### config.mk
export PLATFORM = sky130hd
export DESIGN_NAME = pwm5_modulator
export DESIGN_NICKNAME = d
export VERILOG_FILES = /design/src/rtl/pwm5_pkg.sv /design/src/rtl/pwm5_carrier.sv /design/src/rtl/pwm5_sampler.sv /design/src/rtl/pwm5_leg.sv /design/src/rtl/pwm5_modulator.sv
export SDC_FILE = /design/constraint.sdc
export NUM_CORES = 1
export LEC_CHECK = 0
export CORE_MARGIN = 2
export CORE_UTILIZATION = 45
export CTS_BUF_LIST = sky130_fd_sc_hd__clkbuf_8
export CTS_CLUSTER_DIAMETER = 150
export CTS_CLUSTER_SIZE = 8
export DETAILED_ROUTE_END_ITERATION = 10
export DONT_BUFFER_PORTS = 1
export SYNTH_ARGS = -nofsm -noshare
export SYNTH_HDL_FRONTEND = slang
export SYNTH_SLANG_ARGS = --single-unit
### constraint.sdc
create_clock -name clk -period 6.5 [get_ports clk]
set_input_delay 1.3 -clock clk [delete_from_list [all_inputs] [get_ports clk]]
set_output_delay 1.3 -clock clk [all_outputs]
set_load 0.01 [all_outputs]
### src/rtl/pwm5_pkg.sv
package pwm5_pkg;
  localparam int NPH  = 3;
  localparam int NCAR = 4;

  typedef logic [NCAR-1:0] sw_t;

  // Upper-switch pattern: bit 3 = S1 (outermost), bit 0 = S4.
  function automatic sw_t upper_pat(input logic [2:0] lvl);
    case (lvl)
      3'd0:    return 4'b0000;
      3'd1:    return 4'b0001;
      3'd2:    return 4'b0011;
      3'd3:    return 4'b0111;
      default: return 4'b1111;
    endcase
  endfunction

  // Lower-switch pattern, held in its own table.
  function automatic sw_t lower_pat(input logic [2:0] lvl);
    case (lvl)
      3'd0:    return 4'b1111;
      3'd1:    return 4'b1110;
      3'd2:    return 4'b1100;
      3'd3:    return 4'b1000;
      default: return 4'b0000;
    endcase
  endfunction
endpackage

### src/rtl/pwm5_carrier.sv
module pwm5_carrier #(
  parameter int CNT_W = 10
) (
  input  logic             clk,
  input  logic             rst_n,
  input  logic [CNT_W-1:0] half_i,
  output logic [CNT_W-1:0] cnt_o,
  output logic [CNT_W-1:0] hp_o,
  output logic             turn_o
);
  logic [CNT_W-1:0] cnt_q;
  logic             up_q;
  logic [CNT_W-1:0] hp;

  assign hp     = (half_i == '0) ? CNT_W'(1) : half_i;
  assign turn_o = up_q ? (cnt_q >= hp) : (cnt_q == '0);
  assign cnt_o  = cnt_q;
  assign hp_o   = hp;

  always_ff @(posedge clk or negedge rst_n) begin
    if (!rst_n) begin
      cnt_q <= '0;
      up_q  <= 1'b0;
    end else if (turn_o) begin
      if (up_q) begin
        cnt_q <= cnt_q - CNT_W'(1);
        up_q  <= 1'b0;
      end else begin
        cnt_q <= CNT_W'(1);
        up_q  <= 1'b1;
      end
    end else if (up_q) begin
      cnt_q <= cnt_q + CNT_W'(1);
    end else begin
      cnt_q <= cnt_q - CNT_W'(1);
    end
  end

  // counter moves by exactly one each clock
  a_r2_unit_step: assert property (@(posedge clk) disable iff (!rst_n)
    1'b1 |=> ((cnt_q == $past(cnt_q) + CNT_W'(1)) || (cnt_q == $past(cnt_q) - CNT_W'(1))));

  // rising counter at or past the peak falls next
  a_r2_peak_turn: assert property (@(posedge clk) disable iff (!rst_n)
    (up_q && cnt_q >= hp) |=> (cnt_q < $past(cnt_q)));

  // falling counter at zero rises next
  a_r2_floor_turn: assert property (@(posedge clk) disable iff (!rst_n)
    (!up_q && cnt_q == '0) |=> (cnt_q == CNT_W'(1)));
endmodule

### src/rtl/pwm5_sampler.sv
module pwm5_sampler
  import pwm5_pkg::*;
#(
  parameter int REF_W = 12
) (
  input  logic                     clk,
  input  logic                     rst_n,
  input  logic [NPH*REF_W-1:0]     ref_i,
  input  logic                     ofs_en_i,
  input  logic                     take_i,
  output logic [NPH*(REF_W+1)-1:0] ref_o
);
  localparam int AW = REF_W + 1;

  logic signed [AW-1:0] raw    [NPH];
  logic signed [AW-1:0] adj    [NPH];
  logic signed [AW-1:0] hold_q [NPH];
  logic [NPH*AW-1:0]    raw_pk;
  logic signed [AW-1:0] mx, mn, shift;
  logic signed [AW:0]   mid_sum;

  always_comb begin
    for (int p = 0; p < NPH; p++)
      raw[p] = {ref_i[p*REF_W+REF_W-1], ref_i[p*REF_W +: REF_W]};
    mx = raw[0];
    mn = raw[0];
    for (int p = 1; p < NPH; p++) begin
      if (raw[p] > mx) mx = raw[p];
      if (raw[p] < mn) mn = raw[p];
    end
    mid_sum = {mx[AW-1], mx} + {mn[AW-1], mn};
    shift   = mid_sum[AW:1];
    for (int p = 0; p < NPH; p++)
      adj[p] = ofs_en_i ? (raw[p] - shift) : raw[p];
  end

  always_ff @(posedge clk or negedge rst_n) begin
    if (!rst_n) begin
      for (int p = 0; p < NPH; p++) hold_q[p] <= '0;
    end else if (take_i) begin
      for (int p = 0; p < NPH; p++) hold_q[p] <= adj[p];
    end
  end

  for (genvar p = 0; p < NPH; p++) begin : g_pack
    assign ref_o[p*AW +: AW]  = hold_q[p];
    assign raw_pk[p*AW +: AW] = raw[p];
  end

  // Checker-side view of the held extremes
  logic signed [AW-1:0] hmax, hmin;
  logic signed [AW:0]   chk_sum;
  always_comb begin
    hmax = hold_q[0];
    hmin = hold_q[0];
    for (int p = 1; p < NPH; p++) begin
      if (hold_q[p] > hmax) hmax = hold_q[p];
      if (hold_q[p] < hmin) hmin = hold_q[p];
    end
    chk_sum = {hmax[AW-1], hmax} + {hmin[AW-1], hmin};
  end

  // held references change only after a turning cycle
  a_r3_hold: assert property (@(posedge clk) disable iff (!rst_n)
    !take_i |=> $stable(ref_o));

  // after an offset capture, held max and min are centred on zero
  a_r7_centred: assert property (@(posedge clk) disable iff (!rst_n)
    (take_i && ofs_en_i) |=> (chk_sum == '0 || chk_sum == (AW+1)'(1)));

  // without offset the raw values are captured
  a_r8_raw: assert property (@(posedge clk) disable iff (!rst_n)
    (take_i && !ofs_en_i) |=> (ref_o == $past(raw_pk)));
endmodule

### src/rtl/pwm5_leg.sv
module pwm5_leg
  import pwm5_pkg::*;
#(
  parameter int REF_W = 12,
  parameter int CNT_W = 10
) (
  input  logic               clk,
  input  logic               rst_n,
  input  logic signed [REF_W:0] ref_i,
  input  logic [CNT_W-1:0]   cnt_i,
  input  logic [CNT_W-1:0]   hp_i,
  output sw_t                hi_o,
  output sw_t                lo_o
);
  localparam int CW = (REF_W + 2 > CNT_W + 4) ? REF_W + 2 : CNT_W + 4;

  logic signed [CW-1:0] ref_x, cnt_x, hp_x, hp2;
  logic signed [CW-1:0] car [NCAR];
  logic [NCAR-1:0]      above;
  logic [2:0]           lvl;
  sw_t                  hi_q, lo_q;

  assign ref_x = CW'(ref_i);
  assign cnt_x = signed'(CW'(cnt_i));
  assign hp_x  = signed'(CW'(hp_i));
  assign hp2   = hp_x <<< 1;

  for (genvar k = 0; k < NCAR; k++) begin : g_car
    assign car[k]   = cnt_x + CW'(k - 2) * hp_x;
    assign above[k] = ref_x > car[k];
  end

  always_comb begin
    lvl = 3'd0;
    for (int k = 0; k < NCAR; k++)
      if (above[k]) lvl = lvl + 3'd1;
  end

  always_ff @(posedge clk or negedge rst_n) begin
    if (!rst_n) begin
      hi_q <= 4'b0011;
      lo_q <= 4'b1100;
    end else begin
      hi_q <= upper_pat(lvl);
      lo_q <= lower_pat(lvl);
    end
  end

  assign hi_o = hi_q;
  assign lo_o = lo_q;

  // each lower switch opposes its upper partner
  a_r6_complement: assert property (@(posedge clk) disable iff (!rst_n)
    (hi_q ^ lo_q) == 4'b1111);

  // upper pattern is a thermometer from S4 outward
  a_r5_legal: assert property (@(posedge clk) disable iff (!rst_n)
    (hi_q & (hi_q + 4'd1)) == 4'b0000);

  // a higher carrier is exceeded only if all lower ones are
  for (genvar k = 0; k < NCAR - 1; k++) begin : g_ord
    a_r4_stack_order: assert property (@(posedge clk) disable iff (!rst_n)
      above[k+1] |-> above[k]);
  end

  // saturation at both ends
  a_r9_sat_high: assert property (@(posedge clk) disable iff (!rst_n)
    (ref_x > hp2 && cnt_x <= hp_x) |=> (hi_q == 4'b1111));
  a_r9_sat_low: assert property (@(posedge clk) disable iff (!rst_n)
    (ref_x <= -hp2) |=> (hi_q == 4'b0000));
endmodule

### src/rtl/pwm5_modulator.sv
module pwm5_modulator
  import pwm5_pkg::*;
#(
  parameter int REF_W = 12,
  parameter int CNT_W = 10
) (
  input  logic                 clk,
  input  logic                 rst_n,
  input  logic [NPH*REF_W-1:0] ref_i,
  input  logic [CNT_W-1:0]     carrier_half,
  input  logic                 offset_en,
  output logic [NPH*NCAR-1:0]  gate_hi_o,
  output logic [NPH*NCAR-1:0]  gate_lo_o
);
  localparam int AW = REF_W + 1;

  logic [CNT_W-1:0]    cnt, hp;
  logic                turn;
  logic [NPH*AW-1:0]   held;

  pwm5_carrier #(.CNT_W(CNT_W)) u_car (
    .clk(clk), .rst_n(rst_n), .half_i(carrier_half),
    .cnt_o(cnt), .hp_o(hp), .turn_o(turn)
  );

  pwm5_sampler #(.REF_W(REF_W)) u_smp (
    .clk(clk), .rst_n(rst_n), .ref_i(ref_i), .ofs_en_i(offset_en),
    .take_i(turn), .ref_o(held)
  );

  for (genvar p = 0; p < NPH; p++) begin : g_leg
    pwm5_leg #(.REF_W(REF_W), .CNT_W(CNT_W)) u_leg (
      .clk(clk), .rst_n(rst_n),
      .ref_i(held[p*AW +: AW]),
      .cnt_i(cnt), .hp_i(hp),
      .hi_o(gate_hi_o[p*NCAR +: NCAR]),
      .lo_o(gate_lo_o[p*NCAR +: NCAR])
    );
  end
endmodule

======== Word-level counts from Yosys, hierarchy flattened ========
Cells that the tools add are included.
operators by class
  reductions and logical operators ........ 5
  eq/ne operators ......................... 9
  multiplexer cells ....................... 31
  add/subtract/negate cells ............... 20
  order comparisons ....................... 17
operator list
  cell                                                 number
  case mux 4 bit (4 select lines)                      6
  2-to-1 mux 13 bit                                    7
  > comparator 13 x 14 -> 1 bit                        6
  2-to-1 mux 10 bit                                    4
  > comparator 13 x 11 -> 1 bit                        3
  > comparator 13 x 12 -> 1 bit                        3
  subtractor 12 x 13 -> 13 bit                         3
  adder 11 x 14 -> 14 bit                              2
  adder 3 x 1 -> 3 bit, second input constant          9
  2-to-1 mux 3 bit                                     9
  zero test 10 bit                                     2
  equality test 3 x 2 -> 1 bit, second input constant  6
  adder 13 x 13 -> 14 bit                              1
  negator 10 -> 14 bit                                 1
  > comparator 12 x 13 -> 1 bit                        1
  < comparator 12 x 13 -> 1 bit                        1
  negator 10 -> 13 bit                                 1
  > comparator 12 bit                                  1
  < comparator 12 bit                                  1
  adder 10 x 10 -> 11 bit                              1
  adder 10 x 1 -> 10 bit, second input constant        1
  greater-or-equal comparator 10 bit                   1
  subtractor 10 x 1 -> 10 bit, second input constant   1
  equality test 3 x 1 -> 1 bit, second input constant  3
  other kinds (2)                                      8
storage, ports and cells
  input port bits ......................... 49
  word-level logic and storage cells ...... 93
  register bits after elaboration ......... 74

======== Depth between registers and ports, before layout ========
Gate-level depths: netlist (run 1).
  word-level depth ........................ 14
  mapped depth ............................ 38
  mapped depth without buffers ............ 36

======== Modules after synthesis ========
Synthesis (run 1) repeated with hierarchy kept, for this count alone.
unflattened totals
  cell total of the unflattened synthesis .. 2049
  area, all modules ....................... 16170.5 sq um
modules (own cells, without submodules)
  module                          cells an instance  times used  seq. area each (sq um)  area each (sq um)
  pwm5_leg at g_leg[0].u_leg ...  378                2           205.2                   3069.2
  pwm5_sampler                    767                1           975.9                   5848.1
  pwm5_leg at g_leg[1].u_leg      376                1           205.2                   3014.1
  pwm5_carrier                    150                1           275.3                   1169.9

======== Worst setup path before layout (run 1) ========
Ideal clock, no wire load.
  path type ............................... input to register
  start point ............................. input port ref_i[1]
  end point ............................... register u_smp.hold_q, in the netlist u_smp.ref_o[12]
  path slack .............................. -1.794 ns
  path buffers ............................ 4
  stages .................................. 37
  setup time .............................. 0.132 ns
  required time ........................... 6.368 ns
  arrival time ............................ 8.162 ns
  cell sequence ........................... inv_1 > ha_1 > nor2b_1 > o211a_1 > o221ai_1 > o21ai_2 > nor2_2 > clkbuf_1 > mux2i_1 > ha_1 > o21ai_1 > a21oi_1 > o31ai_1 > a21oi_1 > or3_1 > buf_2 > clkbuf_1 > nor2_1 > a21oi_1 > fa_1 > a21o_1 > a21oi_1 > o21bai_1 > a21oi_1 > xnor2_1 > ha_1 > clkbuf_1 > nand3_1 > a21oi_1 > a41oi_1 > nand4_1 > a211oi_1 > nor4_1 > or3_1 > nand3_1 > xnor2_1 > o21ai_1
between the ends
  longest elaborated chain between the ends .. 7
  elaborated cells between the ends (all ways) .. 11
  those cells by class .................... add/sub (2); order compare (4); mux (5)
ends and longest elaborated chain
  item                                                                            RTL line                                source
  start: declaration                                                              pwm5_modulator.sv:9                     input logic [NPH*REF_W-1:0] ref_i,
  > comparator 12 bit or < comparator 12 bit (tied branches)                      pwm5_sampler.sv:28, pwm5_sampler.sv:29
  2-to-1 mux 13 bit, on equally long branches                                     pwm5_sampler.sv:28, pwm5_sampler.sv:29
  > comparator 12 x 13 -> 1 bit or < comparator 12 x 13 -> 1 bit (tied branches)  pwm5_sampler.sv:28, pwm5_sampler.sv:29
  2-to-1 mux 13 bit, on equally long branches                                     pwm5_sampler.sv:28, pwm5_sampler.sv:29
  adder 13 x 13 -> 14 bit                                                         pwm5_sampler.sv:31                      mid_sum = {mx[AW-1], mx} + {mn[AW-1], mn};
  subtractor 12 x 13 -> 13 bit (*)                                                pwm5_sampler.sv:34                      adj[p] = ofs_en_i ? (raw[p] - shift) : raw[p];
  2-to-1 mux 13 bit (*)                                                           pwm5_sampler.sv:34
  end: declaration                                                                pwm5_sampler.sv:17                      logic signed [AW-1:0] hold_q [NPH];
Mark *: on every way between the ends. The rest lies on a longest branch, timed or not.
A chain may end at the register's enable or synchronous reset.

======== Worst setup path in the final report (run 1) ========
  start point ............................. input port ref_i[10]
  end point ............................... register u_smp.hold_q, in the netlist u_smp.ref_o[12]
The elaborated chain is that of the path after synthesis.

==> results of run 1 <==
==> sequential cells by signal, indices dropped and copies added, names as in the netlist <==
register	flops
g_leg.u_leg.lo_o	12
u_car.cnt_o	10
u_car.up_q	1
u_smp.ref_o	39
g_leg.u_leg.hi_o	12
==> cell type report <==
| cell class | instances | area [µm²] | share of cell area [%] |
|---|---|---|---|
| tap | 330 | 413 | 2.59 |
| clock inverter | 7 | 46.3 | 0.290 |
| multi-input combinational | 1242 | 10600 | 66.6 |
| timing repair buffer | 312 | 2490 | 15.6 |
| inverter | 94 | 380 | 2.38 |
| clock buffer | 9 | 124 | 0.776 |
| sequential | 74 | 1870 | 11.7 |
==> cells in the mapped netlist (4+ instances only) <==
cell / instances / area (µm²)
o21bai_1: 11 / 82.6
nand3_1: 35 / 175
xnor2_1: 60 / 526
xor2_1: 25 / 219
nand3b_1: 5 / 37.5
fa_1: 7 / 140
nand4_1: 39 / 244
nor4_1: 12 / 75.1
o21ai_0: 97 / 485
nor3b_1: 6 / 45.0
nand2_1: 106 / 398
o21ai_1: 6 / 30.0
inv_1: 93 / 349
and2_1: 5 / 31.3
nand4b_1: 7 / 61.3
a21oi_1: 116 / 581
o21a_1: 33 / 248
nor2b_1: 45 / 282
clkbuf_1: 40 / 150
nor2_1: 112 / 420
dfrtp_1: 62 / 1550
o211ai_1: 6 / 45.0
a311oi_1: 4 / 35.0
buf_1: 5 / 18.8
or3_1: 9 / 56.3
nand2b_1: 37 / 231
a21o_1: 25 / 188
and3_1: 11 / 68.8
ha_1: 252 / 3150
dfstp_2: 12 / 315
maj3_2: 4 / 45.0
mux2i_1: 34 / 340
nor3_1: 39 / 195
a31oi_1: 6 / 37.5
mux2_2: 7 / 78.8
a211oi_1: 15 / 113
==> cell families (layout without fill, tap and decap cells) <==
family                   after synthesis  after routing
AO/OA/AOI/OAI                        368            368
multiplexers                          42             42
adder cells (fa/ha/maj)              264            264
buffers and inverters                141            422
XOR/XNOR                              85             85
flip-flops                            74             74
AND/OR/NAND/NOR                      483            483
==> stage by stage <==
stage	util, %	setup WS, ps	std cells
detailed placement	55.5	-1680	1988
global placement	55.5	-1510	1988
CTS	59.6	-920	2043
global route	63.0	-1340	2068
finish	63.0	-1040	2068
floorplan	-	-1100	1457
==> path summary, 6_finish.rpt <==
check                                from                endpoint  slack, ps  depth (start not counted)
setup reg to reg           u_car.cnt_o[0]  g_leg[0].u_leg.hi_o[2]       1000                         24
min in group clk           u_smp.ref_o[0]          u_smp.ref_o[0]        600                          2
hold / removal                      rst_n          u_car.cnt_o[3]        600                          0
max in group asynchronous           rst_n  g_leg[2].u_leg.lo_o[2]       5690                          0
hold reg to reg            u_smp.ref_o[0]          u_smp.ref_o[0]        600                          2
setup / recovery                ref_i[10]         u_smp.ref_o[12]      -1040                         34
==> metal layers <==
metal,wire length [µm],GRT usage [%],up-vias,share of wire [%]
li1,-,-,5851,-
met1,16700,34.5,5651,42
met2,20000,51.6,265,50
met3,1380,3.12,94,3.5
met4,1710,12.5,0,4.3
met5,0,0,-,0
==> timing repair <==
action                                  in CTS  in global routing
pin swaps                                   88                107
setup buffers                               42                 30
endpoints found under the setup margin      40                 56
resized for setup                          137                149
==> worst max-delay path, delay by kind of cell <==
kind                       cells  cell delay [ps]
and+or+nand+nor                9             1730
muxes                          2              440
adders and majority gates      4             1150
xor gates and xnor gates       2              350
buffers and inverters          5              590
AOI/OAI and AO/OA             12             2190
==> flow_metrics.tcl, run 1 <==
set metrics [dict create \
    ys_ff_latch 74 \
    fmax_mhz 133 \
    routed_wl_um 39800 \
    num_rows 58 \
    cap_violations 0 \
    drive_gt1_share_pct 32.3 \
    syn_area_per_cell_um2 8.02 \
    cp-start-kind "input port" \
    area_growth_syn_to_layout_pct 36.6 \
    ioPinCount 73 \
    synth_area_mm2 0.0117 \
    route.vias.total 11900 \
    rsz0062_at_grt "yes" \
    crit_slowest_cell "o211ai_1" \
    drc 0 \
    setup_viol 26 \
    track_usage_pct 28.7 \
    hpwl_um 30600 \
    synth_adder_area_share_pct 28.7 \
    avgViaCountPerCell 5.74 \
    clkSinkCount 74 \
    setup-tns-final_ps -18000 \
    root_buffer "clkbuf_8" \
    io_buffers 0 \
    design_area_mm2 0.0160 \
    tightest_slew_ps 1050 \
    cp_data_required_time_ps 6730 \
    fin_crit_ps 7540 \
    yosysSeqAreaShare_pct 16.0 \
    grt_first_pass_wirelength_um 60600 \
    cts_buffers 9 \
    skew_ps 14.4 \
    cp_data_arrival_time_ps 7770 \
    die_w_um 165 \
    htree_levels 3 \
    synth_top_family_by_area "adder cells" \
    final_common_cell "buf_4" \
    syn_nets 1765 \
    hold_viol 0 \
    status "finished with violations" \
    antenna_found_initial 0 \
    hold_path.class "in2async" \
    setup_ws_ps -1040 \
    violations "negative setup slack" \
    die_y_um 165 \
    synth_edf_count 0 \
    wl_per_cell_um 19.3 \
    place_area_mm2 0.0140 \
    end_kind "flip-flop" \
    clk_latency_ps 380 \
    grt.overflow.total 0 \
    grt_pass1_vias 11900 \
    path_clk_slew_ps 90 \
    ant_nets 0 \
    nNetsFinal 2041 \
    maxSlewViolCount 0 \
    core_mm2 0.0253 \
    final_cell_mix "275 x buf_4, 229 x ha_1, 102 x nor2_1, 94 x nand2_1, 87 x inv_1" \
    cts_tree "yes" \
    synthArstFlopShare_pct 100 \
    worstPathMaxFanout 8 \
    drt_iter0_drc 659 \
    min_period_over_period_pct 116 \
    start_util_pct 46.1 \
    critical_path_class "in2reg" \
    first_pass_iters 5 \
    hold_buffers 0 \
    synth-simple-area-share_pct 21.0 \
    fill_cells 2175 \
    grt_max_degree 75 \
    syn_inst 1457 \
    synth_xor_area_share_pct 6.37 \
    dieArea_mm2 0.0273 \
    place_congestion 0.922 \
    relSlewSlack_pct 28.9 \
    synth_compound_area_share_pct 19.7 \
    hold_slack_ps 598 \
    muxShareOfSynthArea_pct 3.72 \
    clock_path_buffers 2 \
    synth_warnings 0 \
    synth_flop_cell "dfrtp_1" \
    synth_cell_type_count 79 \
    max_stage_delay_ps 410 \
    num_antenna_cells 0 \
]
Power of run 1 is not shown: default switching activity piles up to over one toggle a cycle in this logic, so the estimate is an artifact.
==> run 2, diff against run 1 <==
PLACE_DENSITY = 0.67   (was not set)
==> flow_metrics.tcl, run 2 (same netlist as run 1, synthesis figures left out) <==
set metrics [dict create \
    min_period_over_period_pct 117 \
    avgViaCountPerCell 5.92 \
    num_rows 58 \
    skew_ps 14.6 \
    hold_buffers 0 \
    drive_gt1_share_pct 32.8 \
    track_usage_pct 29.1 \
    cts_buffers 9 \
    multi_input_area_mm2 0.0106 \
    max_stage_delay_ps 410 \
    path_clk_slew_ps 80 \
    cp-start-kind "input port" \
    hold_path.class "reg2reg" \
    wl_per_cell_um 19.5 \
    crit_slowest_cell "or3_4" \
    nNetsFinal 2041 \
    reg2reg_to "g_leg[2].u_leg.lo_o[2]" \
    use_met3_pct 3.57 \
    reg2reg_slack_ps 1130 \
    critical_path_class "in2reg" \
    routed_wl_um 40300 \
    worstHoldStart "u_smp.ref_o[13]" \
    rsz0062_at_grt "yes" \
    status "finished with violations" \
    clkSinkCount 74 \
    fill_cells 2042 \
    hpwl_um 30100 \
    ant_nets 0 \
    area_growth_syn_to_layout_pct 36.5 \
    htree_levels 3 \
    setup_viol 28 \
    final_common_cell "buf_4" \
    drc 0 \
    cap_violations 0 \
    largest_reg_flops 39 \
    fmax_mhz 132 \
    cts_tree "yes" \
    violations "negative setup slack" \
    clk_latency_ps 400 \
    die_w_um 165 \
    ioPinCount 73 \
    dieArea_mm2 0.0273 \
    grt_first_pass_wirelength_um 62200 \
    worstPathMaxFanout 8 \
    tightest_slew_ps 1150 \
    route.vias.total 12300 \
    stdcell_count 2068 \
    final_cell_mix "291 x buf_4, 228 x ha_1, 102 x nor2_1, 97 x nand2_1, 85 x inv_1" \
    cp_data_arrival_time_ps 7860 \
    grt.overflow.total 0 \
    start_util_pct 46.1 \
    clock_path_buffers 2 \
    hold_viol 0 \
    io_buffers 0 \
    top_usage_layer "met2" \
    maxSlewViolCount 0 \
    use_met1_pct 35.5 \
    grtUsageMet2_pct 51.2 \
    core_mm2 0.0253 \
    register_area_mm2 0.00187 \
    setup_ws_ps -1090 \
    place_congestion 0.942 \
    num_antenna_cells 0 \
    die_y_um 165 \
    dp.cells 1989 \
    fin_crit_ps 7590 \
    worst_hold_path.num_cells 2 \
    crit_top_cell "a21oi_2" \
    drt_iter0_drc 875 \
    r2r-start "u_car.cnt_o[0]" \
    first_pass_iters 6 \
    relSlewSlack_pct 23.2 \
    grt_pass1_vias 12300 \
    r2r_cells 30 \
    grt_max_degree 75 \
    end_kind "flip-flop" \
    cp_data_required_time_ps 6770 \
    antenna_found_initial 0 \
    root_buffer "clkbuf_8" \
    hold-path-endpoint "u_smp.ref_o[13]" \
]
-- run 2: metrics by stage --
stage | utilization (%) | TNS, ps | hold WS [ps] | setup WS, ps | instance area (µm²)
after floorplan | - | -16330 | 522 | -1100 | 12000
after global placement | 55.5 | -38180 | 555 | -1460 | 14100
after detailed placement | 55.5 | -47580 | 568 | -1640 | 14100
after CTS | 60.3 | -14450 | 583 | -900 | 15300
after global routing | 62.9 | -28910 | 581 | -1360 | 15900
final | 62.9 | -18230 | 579 | -1090 | 15900
-- run 2: final cells by class --
| class | instances | share of cell area (%) |
|---|---|---|
| multi-input combinational | 1243 | 66.6 |
| timing repair buffer | 311 | 15.5 |
| sequential | 74 | 11.7 |
| tap | 330 | 2.59 |
| inverter | 94 | 2.28 |
| clock buffer | 9 | 0.777 |
| clock inverter | 7 | 0.604 |
-- run 2: timing repair --
action,CTS,global route
gates cloned,1,1
hold endpoints to repair,0,0
buffers inserted,47,16
resized for setup,138,123
pin swaps,67,79
endpoints found under the setup margin,50,56
-- run 2: routing by layer --
layer  part of all wire, %  vias to the layer above
li1                      -                     5849
met1                    41                     5813
met2                    49                      449
met3                   5.0                      140
met4                   4.9                        0
met5                     0                        -
-- run 2: worst max-delay path by stage --
stage                   start         endpoint  slack (ps)  cells after the start
floorplan            ref_i[8]  u_smp.ref_o[12]       -1100                     36
global placement    ref_i[10]  u_smp.ref_o[38]       -1460                     37
detailed placement  ref_i[10]  u_smp.ref_o[38]       -1640                     37
CTS                 ref_i[13]  u_smp.ref_o[25]        -900                     37
global route         ref_i[5]  u_smp.ref_o[12]       -1360                     36
finish               ref_i[5]  u_smp.ref_o[12]       -1090                     36
-- run 2: worst max-delay path: cells and delay by family --
kind | cells | cell delay, ps
AOI/OAI and AO/OA | 14 | 2120
and+or+nand+nor | 9 | 1840
adders and majority gates | 4 | 1130
buffers and inverters | 5 | 630
muxes | 2 | 490
xor gates and xnor gates | 2 | 310
Power of run 2 is left out for the same reason.
==> run 3, diff against run 2 <==
GPL_TIMING_DRIVEN = 0   (was not set)
REMOVE_ABC_BUFFERS = 1   (was not set)
==> flow_metrics.tcl, run 3 (same netlist as run 1, synthesis figures left out) <==
set metrics [dict create \
    final_common_cell "ha_1" \
    track_usage_pct 28.5 \
    status "finished with violations" \
    reg2reg_slack_ps 900 \
    io_buffers 0 \
    largest_reg_flops 39 \
    grt_max_degree 75 \
    min_period_over_period_pct 126 \
    drt_iter0_drc 1036 \
    die_y_um 165 \
    nNetsFinal 1915 \
    hold_viol 0 \
    setup_ws_ps -1720 \
    avgViaCountPerCell 6.41 \
    violations "negative setup slack" \
    drive_gt1_share_pct 28.3 \
    register_area_mm2 0.00187 \
    clock_path_buffers 2 \
    hold_path.class "in2async" \
    htree_levels 3 \
    setup_viol 31 \
    max_stage_delay_ps 390 \
    reg2reg_to "g_leg[0].u_leg.hi_o[0]" \
    end_kind "flip-flop" \
    clk_latency_ps 390 \
    grt_first_pass_wirelength_um 60400 \
    cap_violations 0 \
    ioPinCount 73 \
    tightest_slew_ps 1100 \
    fin_crit_ps 8220 \
    cts_buffers 9 \
    first_pass_iters 8 \
    dieArea_mm2 0.0273 \
    relSlewSlack_pct 25.5 \
    multi_input_area_mm2 0.0110 \
    final_cell_mix "219 x ha_1, 143 x buf_4, 98 x nor2_1, 96 x nand2_1, 83 x inv_1" \
    r2r_cells 27 \
    ant_nets 0 \
    worstPathMaxFanout 8 \
    rsz0062_at_grt "yes" \
    root_buffer "clkbuf_8" \
    wl_per_cell_um 22.8 \
    cp-start-kind "input port" \
    num_rows 58 \
    cp.buffers_inverters 11 \
    crit_slowest_cell "or3_4" \
    clkSinkCount 74 \
    skew_ps 21.6 \
    grt_pass1_vias 11700 \
    maxSlewViolCount 0 \
    fmax_mhz 122 \
    start_util_pct 46.1 \
    path_clk_slew_ps 100 \
    antenna_found_initial 0 \
    routed_wl_um 44300 \
    critical_path_class "in2reg" \
    drc 0 \
    place_congestion 0.964 \
    crit_top_cell "buf_4" \
    die_w_um 165 \
    cp_data_arrival_time_ps 8480 \
    grt.overflow.total 0 \
    cts_tree "yes" \
    critPathTopFamily "compound AO/OA/AOI/OAI gates" \
    area_growth_syn_to_layout_pct 31.5 \
    route.vias.total 12500 \
    hpwl_um 26900 \
    setup-tns-final_ps -36460 \
    cp_data_required_time_ps 6760 \
    num_antenna_cells 0 \
    fill_cells 1974 \
    r2r-start "u_car.cnt_o[0]" \
    core_mm2 0.0253 \
]
run 3: cell type report:
cell class | count | area share [%]
Inverter | 94 | 2.44
Clock buffer | 9 | 0.806
Sequential cell | 74 | 12.2
Timing Repair Buffer | 179 | 9.88
Tap cell | 330 | 2.69
Multi-Input combinational cell | 1249 | 71.5
Clock inverter | 7 | 0.521
run 3: routing by layer:
metal	up-vias	track usage, %	wire (µm)
met4	0	14.7	3100
met5	-	0	0
met1	5922	33.2	16800
met3	265	4.72	3180
met2	658	50.1	21200
li1	5612	-	-
run 3: how the worst max path moves through the flow:
stage,from,to,slack (ps),cells past startpoint
global route,ref_i[9],u_smp.ref_o[38],-1870,40
detailed placement,ref_i[11],u_smp.ref_o[12],-3550,34
CTS,ref_i[9],u_smp.ref_o[12],-1060,35
floorplan,ref_i[1],u_smp.ref_o[12],-2040,34
finish,ref_i[9],u_smp.ref_o[12],-1720,42
global placement,ref_i[11],u_smp.ref_o[12],-3600,34
run 3: worst reg2reg max path: cells and delay by family (launching register included):
| kind | cells | cell delay [ps] |
|---|---|---|
| simple gates | 9 | 1750 |
| buf+inv | 5 | 500 |
| fa+ha+maj | 5 | 1430 |
| xor+xnor | 1 | 200 |
| mux | 1 | 190 |
| flops | 1 | 530 |
| compound gates | 6 | 910 |
run 3: per-stage QoR:
step / utilization, % / cell area, µm² / std cells / hold WS, ps / setup WS, ps
2_1_floorplan: - / 11500 / 1410 / 522 / -2040
3_3_place_gp: 47.0 / 11900 / 1740 / 556 / -3600
3_5_place_dp: 47.2 / 12000 / 1742 / 569 / -3550
4_1_cts: 56.2 / 14200 / 1883 / 574 / -1060
5_1_grt: 60.7 / 15400 / 1942 / 563 / -1870
6_report: 60.7 / 15400 / 1942 / 591 / -1720
run 3: timing repair:
| action | in CTS | in global routing |
|---|---|---|
| setup endpoints to repair | 63 | 57 |
| setup buffers | 120 | 61 |
| pin swaps | 106 | 116 |
| cloned | 7 | 0 |
| gates resized for setup | 222 | 128 |
| hold buffers | 0 | 0 |
Power of run 3 is left out for the same reason.
